==> config.mk <==
export PLATFORM = sky130hd
export DESIGN_NAME = mdrv_fault_ctrl
export DESIGN_NICKNAME = d
export VERILOG_FILES = /design/src/rtl/mdrv_fault_pkg.sv /design/src/rtl/mdrv_clr_sync.sv /design/src/rtl/mdrv_zero_speed_timer.sv /design/src/rtl/mdrv_retry_counter.sv /design/src/rtl/mdrv_overrun_mon.sv /design/src/rtl/mdrv_fault_ctrl.sv
export SDC_FILE = /design/constraint.sdc
export NUM_CORES = 1
export LEC_CHECK = 0
export BUFFER_PORTS_ARGS = -buffer_cell sky130_fd_sc_hd__buf_2
export CAP_MARGIN = 20
export CORE_MARGIN = 2
export CORE_UTILIZATION = 50
export CTS_CLUSTER_DIAMETER = 150
export CTS_CLUSTER_SIZE = 24
export DETAILED_ROUTE_END_ITERATION = 12
export HOLD_SLACK_MARGIN = 0.15
export PLACE_DENSITY = 0.75
export SYNTH_ARGS = -nofsm -noshare
export SYNTH_HDL_FRONTEND = slang
export SYNTH_HIERARCHICAL = 1
export SYNTH_SLANG_ARGS = --single-unit
==> constraint.sdc <==
create_clock -name clk -period 3.8 [get_ports clk]
set_input_delay 0.76 -clock clk [delete_from_list [all_inputs] [get_ports clk]]
set_output_delay 0.76 -clock clk [all_outputs]
set_load 0.005 [all_outputs]
==> src/rtl/mdrv_fault_pkg.sv <==
package mdrv_fault_pkg;
   localparam int NUM_FLT   = 8;
   localparam int FLT_GKILL = 0;
   localparam int FLT_OVOLT = 1;
   localparam int FLT_UVOLT = 2;
   localparam int FLT_OSPD  = 3;
   localparam int FLT_OVRUN = 4;
   localparam int FLT_ZSPD  = 5;
   localparam int FLT_RETRY = 6;
   localparam int FLT_PLOSS = 7;
   typedef logic [NUM_FLT-1:0] flt_vec_t;
endpackage

==> src/rtl/mdrv_clr_sync.sv <==
module mdrv_clr_sync #(
   parameter int STAGES = 2
) (
   input  logic clk,
   input  logic rst_n,
   input  logic pin_i,
   output logic lvl_o
);
   if (STAGES == 0) begin : g_bypass
      assign lvl_o = pin_i;
   end else begin : g_chain
      logic [STAGES-1:0] stg_q;
      always_ff @(posedge clk or negedge rst_n) begin
         if (!rst_n) begin
            stg_q <= '0;
         end else begin
            stg_q[0] <= pin_i;
            for (int k = 1; k < STAGES; k++) stg_q[k] <= stg_q[k-1];
         end
      end
      assign lvl_o = stg_q[STAGES-1];
   end
endmodule

==> src/rtl/mdrv_zero_speed_timer.sv <==
module mdrv_zero_speed_timer #(
   parameter int SPD_W      = 12,
   parameter int DIV        = 100000,
   parameter int HOLD_TICKS = 2000
) (
   input  logic             clk,
   input  logic             rst_n,
   input  logic [SPD_W-1:0] speed_i,
   input  logic [SPD_W-1:0] min_speed_i,
   output logic             zs_o
);
   localparam int DIV_W  = (DIV > 1) ? $clog2(DIV) : 1;
   localparam int HOLD_W = $clog2(HOLD_TICKS + 1);

   logic              below;
   logic [DIV_W-1:0]  pre_q;
   logic [HOLD_W-1:0] cnt_q;

   assign below = speed_i < (min_speed_i >> 1);

   always_ff @(posedge clk or negedge rst_n) begin
      if (!rst_n) begin
         pre_q <= '0;
         cnt_q <= '0;
      end else if (!below) begin
         pre_q <= '0;
         cnt_q <= '0;
      end else if (pre_q == DIV_W'(DIV - 1)) begin
         pre_q <= '0;
         if (cnt_q != HOLD_W'(HOLD_TICKS)) cnt_q <= cnt_q + HOLD_W'(1);
      end else begin
         pre_q <= pre_q + DIV_W'(1);
      end
   end

   assign zs_o = (cnt_q == HOLD_W'(HOLD_TICKS));
endmodule

==> src/rtl/mdrv_retry_counter.sv <==
module mdrv_retry_counter #(
   parameter int RTY_W = 4
) (
   input  logic             clk,
   input  logic             rst_n,
   input  logic             clr_i,
   input  logic             fail_i,
   input  logic [RTY_W-1:0] limit_i,
   output logic             exh_o
);
   logic [RTY_W-1:0] cnt_q;

   always_ff @(posedge clk or negedge rst_n) begin
      if (!rst_n) begin
         cnt_q <= '0;
      end else if (clr_i) begin
         cnt_q <= '0;
      end else if (fail_i && (cnt_q != '1)) begin
         cnt_q <= cnt_q + RTY_W'(1);
      end
   end

   assign exh_o = (limit_i != '0) && (cnt_q >= limit_i);
endmodule

==> src/rtl/mdrv_overrun_mon.sv <==
module mdrv_overrun_mon (
   input  logic clk,
   input  logic rst_n,
   input  logic period_stb_i,
   input  logic calc_done_i,
   output logic ovr_o
);
   logic busy_q;

   always_ff @(posedge clk or negedge rst_n) begin
      if (!rst_n) begin
         busy_q <= 1'b0;
      end else if (period_stb_i) begin
         busy_q <= 1'b1;
      end else if (calc_done_i) begin
         busy_q <= 1'b0;
      end
   end

   assign ovr_o = period_stb_i & busy_q & ~calc_done_i;
endmodule

==> src/rtl/mdrv_fault_ctrl.sv <==
module mdrv_fault_ctrl
   import mdrv_fault_pkg::*;
#(
   parameter int   CLK_HZ        = 100000000,
   parameter int   TICK_HZ       = 1000,
   parameter int   HOLD_MS       = 2000,
   parameter int   SPD_W         = 12,
   parameter int   RTY_W         = 4,
   parameter int   GATE_W        = 6,
   parameter int   SYNC_STAGES   = 2,
   parameter bit   GATE_IDLE_LVL = 1'b0
) (
   input  logic               clk,
   input  logic               rst_n,
   input  logic               gate_kill_i,
   input  logic               bus_ov_i,
   input  logic               bus_uv_i,
   input  logic               overspeed_i,
   input  logic               phase_loss_i,
   input  logic               period_stb_i,
   input  logic               calc_done_i,
   input  logic [SPD_W-1:0]   speed_i,
   input  logic [SPD_W-1:0]   min_speed_i,
   input  logic               start_fail_i,
   input  logic [RTY_W-1:0]   retry_limit_i,
   input  logic               host_clr_i,
   input  logic               clr_pin_i,
   input  logic [GATE_W-1:0]  pwm_req_i,
   output logic [GATE_W-1:0]  gate_o,
   output logic [NUM_FLT-1:0] fault_flags_o,
   output logic               red_led_o,
   output logic               green_led_o
);
   localparam int TICK_DIV   = CLK_HZ / TICK_HZ;
   localparam int HOLD_TICKS = (HOLD_MS * TICK_HZ) / 1000;

   if (TICK_HZ < 1 || CLK_HZ < TICK_HZ) begin : g_bad_clk
      $error("mdrv_fault_ctrl: CLK_HZ must be at least TICK_HZ and TICK_HZ positive");
   end
   if (HOLD_TICKS < 1) begin : g_bad_hold
      $error("mdrv_fault_ctrl: HOLD_MS shorter than one tick");
   end
   if (SPD_W < 2 || RTY_W < 1 || GATE_W < 1) begin : g_bad_width
      $error("mdrv_fault_ctrl: width parameter out of range");
   end
   if (SYNC_STAGES < 0 || SYNC_STAGES > 4) begin : g_bad_sync
      $error("mdrv_fault_ctrl: SYNC_STAGES must be 0..4");
   end

   logic     pin_lvl, clr_lvl;
   logic     zs_flt, retry_flt, ovr_flt;
   logic     ext_any;
   flt_vec_t src;
   flt_vec_t flags_q;

   mdrv_clr_sync #(.STAGES(SYNC_STAGES)) u_clr_sync (
      .clk   (clk),
      .rst_n (rst_n),
      .pin_i (clr_pin_i),
      .lvl_o (pin_lvl)
   );

   assign clr_lvl = host_clr_i | pin_lvl;

   mdrv_zero_speed_timer #(
      .SPD_W      (SPD_W),
      .DIV        (TICK_DIV),
      .HOLD_TICKS (HOLD_TICKS)
   ) u_zspd (
      .clk         (clk),
      .rst_n       (rst_n),
      .speed_i     (speed_i),
      .min_speed_i (min_speed_i),
      .zs_o        (zs_flt)
   );

   mdrv_retry_counter #(.RTY_W(RTY_W)) u_retry (
      .clk     (clk),
      .rst_n   (rst_n),
      .clr_i   (clr_lvl),
      .fail_i  (start_fail_i),
      .limit_i (retry_limit_i),
      .exh_o   (retry_flt)
   );

   mdrv_overrun_mon u_ovrun (
      .clk          (clk),
      .rst_n        (rst_n),
      .period_stb_i (period_stb_i),
      .calc_done_i  (calc_done_i),
      .ovr_o        (ovr_flt)
   );

   always_comb begin
      src            = '0;
      src[FLT_GKILL] = gate_kill_i;
      src[FLT_OVOLT] = bus_ov_i;
      src[FLT_UVOLT] = bus_uv_i;
      src[FLT_OSPD]  = overspeed_i;
      src[FLT_OVRUN] = ovr_flt;
      src[FLT_ZSPD]  = zs_flt;
      src[FLT_RETRY] = retry_flt;
      src[FLT_PLOSS] = phase_loss_i;
   end

   assign ext_any = gate_kill_i | bus_ov_i | bus_uv_i | overspeed_i | phase_loss_i;

   for (genvar i = 0; i < NUM_FLT; i++) begin : g_flag
      always_ff @(posedge clk or negedge rst_n) begin
         if (!rst_n) begin
            flags_q[i] <= 1'b0;
         end else if (clr_lvl) begin
            flags_q[i] <= 1'b0;
         end else if (src[i]) begin
            flags_q[i] <= 1'b1;
         end
      end
   end

   logic gate_block;
   assign gate_block = (|flags_q) | ext_any;

   if (GATE_IDLE_LVL) begin : g_idle_high
      assign gate_o = gate_block ? '1 : pwm_req_i;
   end else begin : g_idle_low
      assign gate_o = gate_block ? '0 : pwm_req_i;
   end

   assign fault_flags_o = flags_q;
   assign red_led_o     = |flags_q;
   assign green_led_o   = ~(|flags_q);
endmodule

---- Yosys cells after proc, flatten, opt, wreduce, memory -nomap -nowiden ----
Cells that the tools add are included.
Widths: inputs -> output; s select.
cells by class
  $mul .................................... 0
  shift-type cells ........................ 0
  reductions and logical operators ........ 15
  eq/ne operators ......................... 6
  mux-type cells .......................... 26
  add/subtract/negate cells ............... 3
  bitwise operators ....................... 10
  $lt $le $gt $ge ......................... 2
  div/mod/pow operators ................... 0
operators by type and width
  cell                   number
  $mux 17                2
  $mux 11                3
  $reduce_bool 2->1      10
  $mux 1                 18
  $add 17x1->17 const B  1
  $eq 17x17->1 const B   1
  $lt 12x11->1           1
  $add 11x1->11 const B  1
  $eq 11x11->1 const B   1
  $ne 11x11->1 const B   1
  $mux 4                 2
  $reduce_or 8->1        1
  $mux 6                 1
  $or 1x1->1             6
  $add 4x1->4 const B    1
  $ge 4x4->1             1
  $ne 2x2->1 const B     2
  $ne 4x4->1 const B     1
  $reduce_bool 4->1      1
  $and 1x1->1            2
  $logic_and 1x1->1      2
  $not 1->1              2
  $reduce_and 2->1       1
word-level totals
  memories kept ........................... 0
  bits in writable memories ............... 0
  word-level logic and storage cells ...... 75
  input bits .............................. 46
  flip-flop bits (word level) ............. 43
  bits in read-only memories .............. 0
  latch bits .............................. 0
  output and inout bits ................... 16

---- Logic depth before layout (Yosys ltp) ----
Gate-level depths: netlist of the first run.
  depth after elaboration ................. 6
  depth in mapped cells ................... 9
  gate-level depth less buffers ........... 7

---- Cells and area by module ----
Netlist of the first run, hierarchy kept.
by module, submodules not included
  module                 cells an instance  sequential area each (µm²)  times used  area each (µm²)
  mdrv_zero_speed_timer  185                700.7                       1           1767.9
  mdrv_fault_ctrl        38                 200.2                       1           450.4
  mdrv_retry_counter     35                 100.1                       1           327.8
  mdrv_clr_sync          2                  50.0                        1           50.0
  mdrv_overrun_mon       4                  25.0                        1           42.5

---- Least setup slack after synthesis of the first run ----
OpenSTA, ideal clock, no wires.
  path type ............................... input port to output port
  from .................................... input bus_ov_i
  to ...................................... output gate_o[0]
  setup slack ............................. 1486 ps
  stages on the path ...................... 3
  path buffers ............................ 1
  arrival time ............................ 1554 ps
  required time ........................... 3040 ps
  cell sequence ........................... or3_1 -> clkbuf_1 -> nor4_2
between the ends
  longest elaborated chain between the ends .. 6
ends and longest elaborated chain
  element                   RTL line                text
  from (decl)               mdrv_fault_ctrl.sv:16   input logic bus_ov_i,
  $or 1x1->1 (4 in series)  mdrv_fault_ctrl.sv:106  assign ext_any = gate_kill_i | bus_ov_i | bus_uv_i | overspeed_i | phase_loss_i;
  $or 1x1->1                mdrv_fault_ctrl.sv:121  assign gate_block = (|flags_q) | ext_any;
  $mux 6                    mdrv_fault_ctrl.sv:126  assign gate_o = gate_block ? '0 : pwm_req_i;
  to (decl)                 mdrv_fault_ctrl.sv:29   output logic [GATE_W-1:0] gate_o,
No other way between the ends.

---- Worst setup path in the final report of the first run ----
  from .................................... register flags_q[1] (netlist: fault_flags_o[1])
  to ...................................... output gate_o[5]
between the ends
  longest elaborated chain between the ends .. 3
ends and longest elaborated chain
  element                            RTL line                text
  from (decl)                        mdrv_fault_ctrl.sv:54   flt_vec_t flags_q;
  from (signal, indexed assignment)  mdrv_fault_ctrl.sv:111  flags_q[i] <= 1'b0;
  from (signal, indexed assignment)  mdrv_fault_ctrl.sv:113  flags_q[i] <= 1'b0;
  from (signal, indexed assignment)  mdrv_fault_ctrl.sv:115  flags_q[i] <= 1'b1;
  $reduce_or 8->1                    mdrv_fault_ctrl.sv:121
  $or 1x1->1                         mdrv_fault_ctrl.sv:121
  $mux 6                             mdrv_fault_ctrl.sv:126
No other way between the ends.

==> impl_metrics.csv, run 1 <==
group,metric,value,unit
status,outcome,"finished, final reports clean",
place,placement.setup.worst_slack,1.11,ns
power_and_ir_drop,p_per_cell_area,302,nW/um^2
global_routing,wire_length_of_the_first_global_routing_pass,8.73,mm
timing,final.setup_skew,0.00982,ns
cts,cts_buffers,5,
floorplanning,die_ar,5870,sq um
synthesis,synth-seq-area-share,40.8,%
synthesis,post_synth_fa_ha_maj_area_fraction,8.53,%
timing,setup_total_negative_slack,0,ns
route,detail_route.wirelength,4.82,mm
synthesis,yosys.area_share.xor_xnor,7.97,%
final_layout,antennaDiodeCount,0,
cts,clock_latency,0.29,ns
floorplanning,dieWidth,76.6,um
timing,layout_worst_path_cycle_share,68.5,%
floorplanning,design.portCount,62,
global_routing,grt_antenna_before_repair,0,
synthesis,synth.lib_cells_used.distinct,46,
timing,final_period_minus_worst_setup_slack,2.60,ns
synthesis,combined_area_of_all_synthesized_cells,2640,sq um
cts,post_cts_repair_timing_setup_buffer_count,0,
synthesis,synthesis.instances,264,
synthesis,postSynthNetCount,328,
final_layout,ff_latch_area,1080,sq um
timing,worst_slew_margin_rel,39.6,%
power_and_ir_drop,design_power_total,920,uW
hold_path,worst_hold_path_cell_count,0,
synthesis,post_synth_main_area_contributors,"dfrtp_1, ha_1, xor2_1, nor2_1, nor3_1",
final_layout,syn_to_final_growth,15.6,%
route,drtPass1Iterations,4,
global_routing,pin_count_of_the_biggest_net_entering_global_routing,44,
final_layout,final_net_count,386,
setup_path,timing.critical_path.to_type,"output port",
synthesis,post-synth-top-area-cell,"dfrtp_1",
timing,top_achievable_clock_speed,0.384,GHz
route,post_drt_via_cell_ratio,5.32,
timing,setup_repair_after_global_routing_missed_its_margin,"false",
cts,clkSlewWorstSetupHoldPaths,0.08,ns
synthesis,yosys_warnings,6,
setup_path,critPathLaunchType,"register",
route,post-route-drc-count,0,
place,post-place-cells,385,
timing,final-hold-violation-count,0,
final_layout,fin_cells,393,
cts,cts_max_path_buffers,2,
place,place.gp.congestion,0.856,
synthesis,synth_top_area_share,40.8,%
place,port-buffer-count,60,
cts,postCtsHoldBufs,0,
job,max_cap_violations,0,
final_layout,share_of_cells_above_drive_strength_1,28.5,%
power_and_ir_drop,static-leakage-power,1.45,nW
setup_path,reg2regPathDepth,6,
setup_path,critical_path_class,"register to output port",
synthesis,ys_ff_latch,43,
synthesis,synth-compound-area-share,7.44,%
timing,slew_viol_final,0,
cts,root_buffer,"clkbuf_8",
route,drt_initial_violations,85,
place,detailedPlacementHpwl,3.56,mm
cts,post_cts.resized_instances,0,
global_routing,track_usage,18.1,%
floorplanning,core_area,5110,sq um
setup_path,path_max_fanout,8,
final_layout,layout.filler_cells,453,
synthesis,combinational_family_with_the_most_area_after_synthesis,"simple AND/OR/NAND/NOR gates",
cts,cts_tree,"yes",
route,avgRoutedWirePerCell,12.3,um
route,route.vias.total,2090,
floorplanning,fp-row-count,26,
hold_path,min_path_type,"register to register",
setup_path,arrival,1.84,ns
global_routing,grt.overflow.total,0,
timing,tightest_slew,0.906,ns
cts,cts.sinks,43,
final_layout,multi_input_area,1390,sq um
global_routing,number_of_global_route_vias_before_repair,2001,
floorplanning,die_height,76.6,um
power_and_ir_drop,worst_ir_drop_vdd,0.152,mV
timing,final-setup-viol-count,0,
synthesis,post_synth_mux_area_share,0.948,%
synthesis,synthesis.area_per_instance,10.0,sq um
timing,postLayoutSetupSlackWorst,1.20,ns
timing,worst_case_hold_slack,0.387,ns
floorplanning,initial_core_util,51.7,%
cts,cts_htree_levels,2,
synthesis,synthSimpleGateAreaFrac,27.6,%
setup_path,worst_ep_required_time,3.04,ns
route,ant_nets,0,
layout make-up:
| type | instances | area share, % |
|---|---|---|
| sequential | 43 | 35.3 |
| clock inverter | 3 | 1.44 |
| inverter | 22 | 2.71 |
| timing repair buffer | 61 | 10.1 |
| tap | 70 | 2.87 |
| multi-input combinational | 189 | 45.4 |
| clock buffer | 5 | 2.26 |
state kept, by name, summed over array words and instances, names as in the netlist:
name and cells:
u_clr_sync/g_chain.stg_q 2, u_ovrun/busy_q 1, u_zspd/cnt_q 11, u_zspd/pre_q 17
u_retry/cnt_q 4, fault_flags_o 8
worst max-delay path: stages, from the launching register on:
cell,delay [ns]
dfrtp_1,0.39
or4_1,0.71
nor4_2,0.30
buf_2,0.15
placed cells by master (no fill, tap or decap), types with 3 or more instances in the layout:
cell type / count
xnor2_1: 7
ha_1: 18
nand3_1: 11
dfrtp_1: 43
o21ai_0: 3
and3_1: 4
clkbuf_8: 5
nand2b_1: 4
nor4_2: 7
xor2_1: 17
or3b_2: 6
a21oi_1: 9
o21a_1: 8
nor3_1: 18
nor2_1: 26
nand2_1: 8
inv_1: 22
a21o_1: 3
buf_2: 60
nand4_1: 11
worst paths after layout:
path | from | end | slack [ns]
min in group asynchronous | rst_n | fault_flags_o[6]$_DFFE_PN0P_ | 0.59
max in group asynchronous | rst_n | u_zspd/pre_q[1]$_DFF_PN0_ | 2.64
max | fault_flags_o[1]$_DFFE_PN0P_ | gate_o[5] | 1.20
max reg2reg | u_zspd/pre_q[0]$_DFF_PN0_ | u_zspd/cnt_q[9]$_DFFE_PN0P_ | 1.55
min | u_clr_sync/g_chain.stg_q[0]$_DFF_PN0_ | u_clr_sync/g_chain.stg_q[1]$_DFF_PN0_ | 0.39
min reg2reg | u_clr_sync/g_chain.stg_q[0]$_DFF_PN0_ | u_clr_sync/g_chain.stg_q[1]$_DFF_PN0_ | 0.39
synth_stat cells (all sizes together):
master and number:
dfrtp 43, nand2b 4, and3 6, clkbuf 2
xor2 17, nor4bb 2, xnor2 7, and4b 1
and2 1, nor3 18, nand4b 1, mux2 1
or3b 6, nand4 11, o21a 8, a21oi 9
o21ai 3, nor3b 1, a31oi 2, or4 3
nor2b 1, mux2i 1, a211o 2, nand4bb 1
or2 2, nand3 12, and4 2, nor2 26
nand2 8, buf 8, a21o 3, nor4 9
nor4b 1, inv 22, ha 18, or3 1
o31a 1
power by group:
part	switching (mW)	internal [mW]	leakage [nW]
combinational	0.0563	0.0473	0.807
sequential	0.00549	0.465	0.588
clock	0.151	0.196	0.0581
layer usage:
layer / up-vias / wire length [um] / global-route usage, %
met5: - / 0 / 0
met4: 0 / 41 / 6.18
met3: 2 / 304 / 4.98
met2: 81 / 2340 / 30.4
met1: 964 / 2130 / 22.3
li1: 1043 / - / -
cells by family after synthesis:
family,Yosys count
AO/OA/AOI/OAI,28
XOR/XNOR,24
adder cells (fa/ha/maj),18
buffers and inverters,32
flip-flops,43
multiplexers,2
AND/OR/NAND/NOR,117
stage by stage:
stage                     utilization, %  cell area (sq um)
after floorplan                        -               2640
after global placement              57.5               2940
after detailed placement            57.5               2940
after CTS                           59.8               3050
after global routing                59.8               3050
final                               59.8               3050
(Power assumes the default switching activity.)
==> run 2: changes to the inputs <==
--- a/config.mk
+++ b/config.mk
@@ -5,6 +5,7 @@
 export SDC_FILE = /design/constraint.sdc
 export NUM_CORES = 1
 export LEC_CHECK = 0
+export ABC_AREA = 1
 export BUFFER_PORTS_ARGS = -buffer_cell sky130_fd_sc_hd__buf_2
 export CAP_MARGIN = 20
 export CORE_MARGIN = 2
@@ -13,7 +14,7 @@
 export CTS_CLUSTER_SIZE = 24
 export DETAILED_ROUTE_END_ITERATION = 12
 export HOLD_SLACK_MARGIN = 0.15
-export PLACE_DENSITY = 0.75
+export PLACE_DENSITY = 0.74
 export SYNTH_ARGS = -nofsm -noshare
 export SYNTH_HDL_FRONTEND = slang
 export SYNTH_HIERARCHICAL = 1
==> constraint.sdc (replaced) <==
create_clock -name clk -period 2.61 [get_ports clk]
set_input_delay 0.522 -clock clk [delete_from_list [all_inputs] [get_ports clk]]
set_output_delay 0.522 -clock clk [all_outputs]
set_load 0.005 [all_outputs]
==> run 2 against run 1 <==
Clock power up 19%. Wire length rose by 16%. Worst setup slack got worse by 0.45 ns. Sequential power increased by 46%. Clock-buffer cell count grew 1. Non-clock buffer count down 1. Largest power group unchanged.
==> impl_metrics.csv, run 2 <==
group,metric,value,unit
status,outcome,"finished, final reports clean",
cts,clock_latency,0.29,ns
final_layout,antennaDiodeCount,0,
final_layout,largest_register_ffs,17,
synthesis,synth-seq-area-share,36.4,%
synthesis,ys_ff_latch,43,
timing,final_period_minus_worst_setup_slack,1.86,ns
setup_path,critical_path_class,"register to output port",
setup_path,path_max_fanout,6,
cts,clkSlewWorstSetupHoldPaths,0.07,ns
final_layout,final_net_count,539,
cts,post_cts.resized_instances,0,
synthesis,postSynthNetCount,476,
timing,layout_worst_path_cycle_share,71.4,%
synthesis,post_synth_main_area_contributors,"dfrtp_1, nand2_1, nor2_1, inv_1, ha_1",
power_and_ir_drop,p_per_cell_area,370,nW/um^2
power_and_ir_drop,worst_ir_drop_vdd,0.159,mV
timing,slew_viol_final,0,
final_layout,layout.cells.most_common_list,"nand2_1, nor2_1, inv_1",
timing,worst_slew_margin_rel,37.8,%
final_layout,utilization_after_layout,58.4,%
final_layout,registers.top_by_ff_count,"u_zspd/pre_q",
global_routing,pin_count_of_the_biggest_net_entering_global_routing,44,
floorplanning,design.portCount,62,
global_routing,track_usage,18.5,%
timing,final-setup-viol-count,0,
synthesis,asyncSetResetFlopFracSynth,100,%
synthesis,post-synth-top-area-cell,"dfrtp_1",
hold_path,worst_hold_path_cell_count,1,
route,post_drt_via_cell_ratio,4.77,
final_layout,final_common_cell,"nand2_1",
floorplanning,fp-row-count,28,
synthesis,synthesis.area_per_instance,7.18,sq um
synthesis,synth_flop_cell,"dfrtp_1",
floorplanning,core_area,5820,sq um
setup_path,arrival,1.34,ns
synthesis,combined_area_of_all_synthesized_cells,2960,sq um
timing,final.setup_skew,0.00354,ns
global_routing,grt_antenna_before_repair,0,
synthesis,yosys_warnings,6,
global_routing,number_of_global_route_vias_before_repair,2386,
route,ant_nets,0,
cts,post_cts_repair_timing_setup_buffer_count,0,
place,placement.setup.worst_slack,0.527,ns
cts,cts_htree_levels,2,
synthesis,number_of_synthesized_flops_with_an_enable_pin,0,
synthesis,yosys.cell_count.top_type,"nand2_1",
place,port-buffer-count,60,
synthesis,synthesis.instances,412,
global_routing,wire_length_of_the_first_global_routing_pass,9.70,mm
timing,worst_case_hold_slack,0.343,ns
route,avgRoutedWirePerCell,10.2,um
timing,top_achievable_clock_speed,0.537,GHz
cts,cts_buffers,5,
route,detail_route.wirelength,5.59,mm
timing,postLayoutSetupSlackWorst,0.746,ns
place,place_area,3310,sq um
hold_path,min_path_type,"input port to register",
setup_path,worst_ep_required_time,2.09,ns
power_and_ir_drop,design_power_total,1.25,mW
timing,setup_total_negative_slack,0,ns
place,place.gp.congestion,0.865,
cts,postCtsHoldBufs,0,
floorplanning,die_height,80.9,um
floorplanning,initial_core_util,50.8,%
job,max_cap_violations,0,
route,post-route-drc-count,0,
global_routing,grt.overflow.total,0,
floorplanning,dieWidth,80.9,um
timing,final-hold-violation-count,0,
synthesis,ys_top_cells_by_count,"nand2_1, nor2_1, inv_1, dfrtp_1, nand3_1",
setup_path,critPathLaunchType,"register",
place,detailedPlacementHpwl,4.39,mm
final_layout,share_of_cells_above_drive_strength_1,20.0,%
cts,cts_tree,"yes",
cts,cts_max_path_buffers,2,
route,drtPass1Iterations,4,
place,post-place-cells,543,
synthesis,synth_top_area_share,36.4,%
timing,setup_repair_after_global_routing_missed_its_margin,"false",
final_layout,fin_cells,550,
synthesis,synth.lib_cells_used.distinct,30,
final_layout,post-route-cell-area,3390,sq um
final_layout,syn_to_final_growth,14.8,%
route,route.vias.total,2626,
floorplanning,die_ar,6540,sq um
cts,cts.sinks,43,
timing,tightest_slew,0.933,ns
power_and_ir_drop,static-leakage-power,1.83,nW
route,drt_initial_violations,116,
setup_path,reg2regPathDepth,9,
setup_path,timing.critical_path.to_type,"output port",
cts,root_buffer,"clkbuf_8",
## run 2: changes by cell type after synthesis, sizes merged, moves of 7 or more
| cell | before | now |
|---|---|---|
| nand4 | 11 | 18 |
| nor2 | 26 | 91 |
| xor2 | 17 | 8 |
| nand2 | 8 | 96 |
| xnor2 | 7 | 0 |
| nand3 | 12 | 28 |
| nor4 | 9 | 0 |
| inv | 22 | 78 |
| o21a | 8 | 0 |
| nor3 | 18 | 9 |
## run 2: routing by layer
metal / GRT usage, % / share of wire, % / vias up / routed length, um
li1: - / - / 1397 / -
met1: 22.7 / 47 / 1156 / 2610
met2: 33.3 / 47 / 69 / 2620
met3: 3.00 / 5.5 / 4 / 309
met4: 5.42 / 0.91 / 0 / 51
met5: 0 / 0 / - / 0
## run 2: area by class of cell
class / instances / area [sq um]
tap: 75 / 93.8
inverter: 78 / 298
timing repair buffer: 60 / 300
sequential: 43 / 1080
clock buffer: 6 / 82.6
fill: 543 / 2420
clock inverter: 1 / 5.00
multi-input combinational: 287 / 1540
## run 2: cells by family (layout without fill, tap and decap cells)
logic type | after synthesis | after routing | synth area share (%)
AOI/OAI and AO/OA | 14 | 14 | 2.84
xor gates and xnor gates | 8 | 8 | 2.37
adders and majority gates | 18 | 18 | 7.62
buffers and inverters | 82 | 145 | 11.6
DFF | 43 | 43 | 36.4
and+or+nand+nor | 247 | 247 | 39.2
## run 2: power breakdown
group	switching [mW]	leakage, nW	total [mW]	internal (mW)
combinational	0.0911	1.20	0.157	0.0655
clock	0.207	0.0470	0.414	0.207
sequential	0.00756	0.588	0.684	0.677
## run 2: path summary, 6_finish.rpt
path,to,start,slack [ns]
max in group asynchronous,fault_flags_o[0]$_DFFE_PN0P_,rst_n,1.67
hold reg to reg,u_clr_sync/g_chain.stg_q[1]$_DFF_PN0_,u_clr_sync/g_chain.stg_q[0]$_DFF_PN0_,0.36
hold / removal,u_clr_sync/g_chain.stg_q[0]$_DFF_PN0_,clr_pin_i,0.34
setup reg to reg,u_zspd/cnt_q[0]$_DFFE_PN0P_,u_zspd/cnt_q[0]$_DFFE_PN0P_,0.75
min in group asynchronous,u_zspd/pre_q[9]$_DFF_PN0_,rst_n,0.37
setup / recovery,gate_o[2],fault_flags_o[7]$_DFFE_PN0P_,0.75
## run 2: critical path: stages, from the launching register on
cell	delay (ns)
dfrtp_1	0.39
nor2_1	0.12
nand2_1	0.07
nor2_2	0.15
nand2_2	0.11
nor2_1	0.10
buf_2	0.12
==> run 3: changes to the inputs <==
==> constraint.sdc (replaced) <==
create_clock -name clk -period 1.85 [get_ports clk]
set_input_delay 0.37 -clock clk [delete_from_list [all_inputs] [get_ports clk]]
set_output_delay 0.37 -clock clk [all_outputs]
set_load 0.005 [all_outputs]
==> run 3 against run 2 <==
Clock-buffer cell count did not move. Sequential power increased by 41%. Cell count is 0.91% higher. Clock power is 110% higher. Sequential cell count did not move. Combinational power increased by 48%. Register-to-register slack got worse by 0.55 ns. Global-route usage rose by 0.38 points. Via count increased by 2.9%. Utilization up 1.5 points. Non-clock buffer count rose by 4. Largest power group unchanged.
==> impl_metrics.csv, run 3 (synthesis results as in run 2) <==
group,metric,value,unit
cts,clock_latency,0.29,ns
cts,post_cts.resized_instances,0,
setup_path,arrival,1.36,ns
setup_path,worst_ep_required_time,1.48,ns
timing,final_period_minus_worst_setup_slack,1.73,ns
power_and_ir_drop,design_power_total,2.05,mW
route,detail_route.wirelength,5.68,mm
cts,postCtsHoldBufs,0,
timing,setup_total_negative_slack,0,ns
timing,worst_slew_margin_rel,64.6,%
global_routing,number_of_global_route_vias_before_repair,2460,
global_routing,grt.overflow.total,0,
global_routing,wire_length_of_the_first_global_routing_pass,9.90,mm
route,drt_initial_violations,123,
place,detailedPlacementHpwl,4.50,mm
floorplanning,die_ar,6540,sq um
route,post_drt_via_cell_ratio,4.87,
route,ant_nets,0,
status,outcome,"finished, final reports clean",
cts,cts_htree_levels,2,
setup_path,path_max_fanout,6,
timing,final-hold-violation-count,0,
floorplanning,die_height,80.9,um
cts,cts_max_path_buffers,2,
cts,cts.sinks,43,
power_and_ir_drop,worst_ir_drop_vdd,0.365,mV
place,place.gp.congestion,0.918,
floorplanning,dieWidth,80.9,um
route,route.vias.total,2701,
timing,top_achievable_clock_speed,0.578,GHz
final_layout,ff_latch_area,1080,sq um
final_layout,layout.cells.most_common_list,"nand2_1, nor2_1, inv_1",
cts,post_cts_repair_timing_setup_buffer_count,0,
place,place_area,3350,sq um
global_routing,grt_antenna_before_repair,0,
power_and_ir_drop,p_per_cell_area,589,nW/um^2
final_layout,final_common_cell,"nand2_1",
floorplanning,design.portCount,62,
setup_path,timing.critical_path.to_type,"output port",
global_routing,pin_count_of_the_biggest_net_entering_global_routing,44,
floorplanning,fp-row-count,28,
cts,cts_tree,"yes",
final_layout,post-route-cell-area,3480,sq um
final_layout,multi_input_area,1540,sq um
timing,slew_viol_final,0,
final_layout,final_net_count,543,
timing,layout_worst_path_cycle_share,93.6,%
place,placement.setup.worst_slack,0.0647,ns
final_layout,layout.filler_cells,559,
route,post-route-drc-count,0,
final_layout,share_of_cells_above_drive_strength_1,20.6,%
timing,tightest_slew,0.531,ns
final_layout,registers.top_by_ff_count,"u_zspd/pre_q",
final_layout,utilization_after_layout,59.9,%
cts,clkSlewWorstSetupHoldPaths,0.08,ns
power_and_ir_drop,static-leakage-power,1.88,nW
cts,root_buffer,"clkbuf_8",
place,port-buffer-count,60,
route,drtPass1Iterations,4,
timing,postLayoutSetupSlackWorst,0.119,ns
setup_path,critPathLaunchType,"register",
floorplanning,core_area,5820,sq um
job,max_cap_violations,0,
cts,cts_buffers,5,
timing,setup_repair_after_global_routing_missed_its_margin,"false",
setup_path,critical_path_class,"register to output port",
floorplanning,initial_core_util,50.8,%
route,avgRoutedWirePerCell,10.2,um
timing,final.setup_skew,0.00515,ns
final_layout,syn_to_final_growth,17.8,%
final_layout,antennaDiodeCount,0,
hold_path,min_path_type,"input port to asynchronous set/reset pin",
global_routing,track_usage,18.9,%
timing,final-setup-viol-count,0,
final_layout,largest_register_ffs,17,
==> run 3: final timing paths <==
path	slack (ns)	depth (start not counted)	to	startpoint
worst max-delay path	0.12	6	gate_o[2]	fault_flags_o[7]$_DFFE_PN0P_
worst min-delay path	0.13	2	u_zspd/pre_q[10]$_DFF_PN0_	rst_n
worst max register to register	0.20	9	u_zspd/cnt_q[0]$_DFFE_PN0P_	u_zspd/pre_q[0]$_DFF_PN0_
worst min register to register	0.36	0	u_clr_sync/g_chain.stg_q[1]$_DFF_PN0_	u_clr_sync/g_chain.stg_q[0]$_DFF_PN0_
max in group asynchronous	1.35	2	u_retry/cnt_q[1]$_DFFE_PN0P_	rst_n
min in group clk	0.18	1	u_clr_sync/g_chain.stg_q[0]$_DFF_PN0_	clr_pin_i
==> run 3: worst max-delay path, stage by stage, from the launching register on <==
cell and delay, ns:
dfrtp_1 0.39, nor2_1 0.12, nand2_1 0.07, nor2_2 0.16
nand2_2 0.11, nor2_1 0.10, buf_2 0.12
==> run 3: final cells by class <==
type / instances / area share, %
multi-input cells: 287 / 44.2
flip-flops and latches: 43 / 30.9
repair buffers: 64 / 9.85
inverters: 78 / 8.55
well taps: 75 / 2.69
clock buffers: 6 / 2.08
clock inverters: 2 / 1.72
==> run 3: power breakdown <==
group          total (mW)  internal (mW)  switching [mW]
sequential          0.965          0.954          0.0108
clock               0.853          0.539           0.314
combinational       0.233          0.103           0.130
total                2.05           1.60           0.454
==> run 3: per-layer routing <==
metal  global-route usage (%)  vias to the layer above  routed length (um)
met4                     6.10                        0                  78
met3                     3.33                        6                 338
met5                        0                        -                   0
met1                     23.3                     1208                2610
li1                         -                     1410                   -
met2                     33.3                       77                2650
==> run 3: stage by stage <==
stage               std cells  hold slack [ns]
floorplan                 412           0.0744
global placement          547            0.337
detailed placement        547            0.350
global route              555            0.179
CTS                       555            0.152
finish                    555            0.135
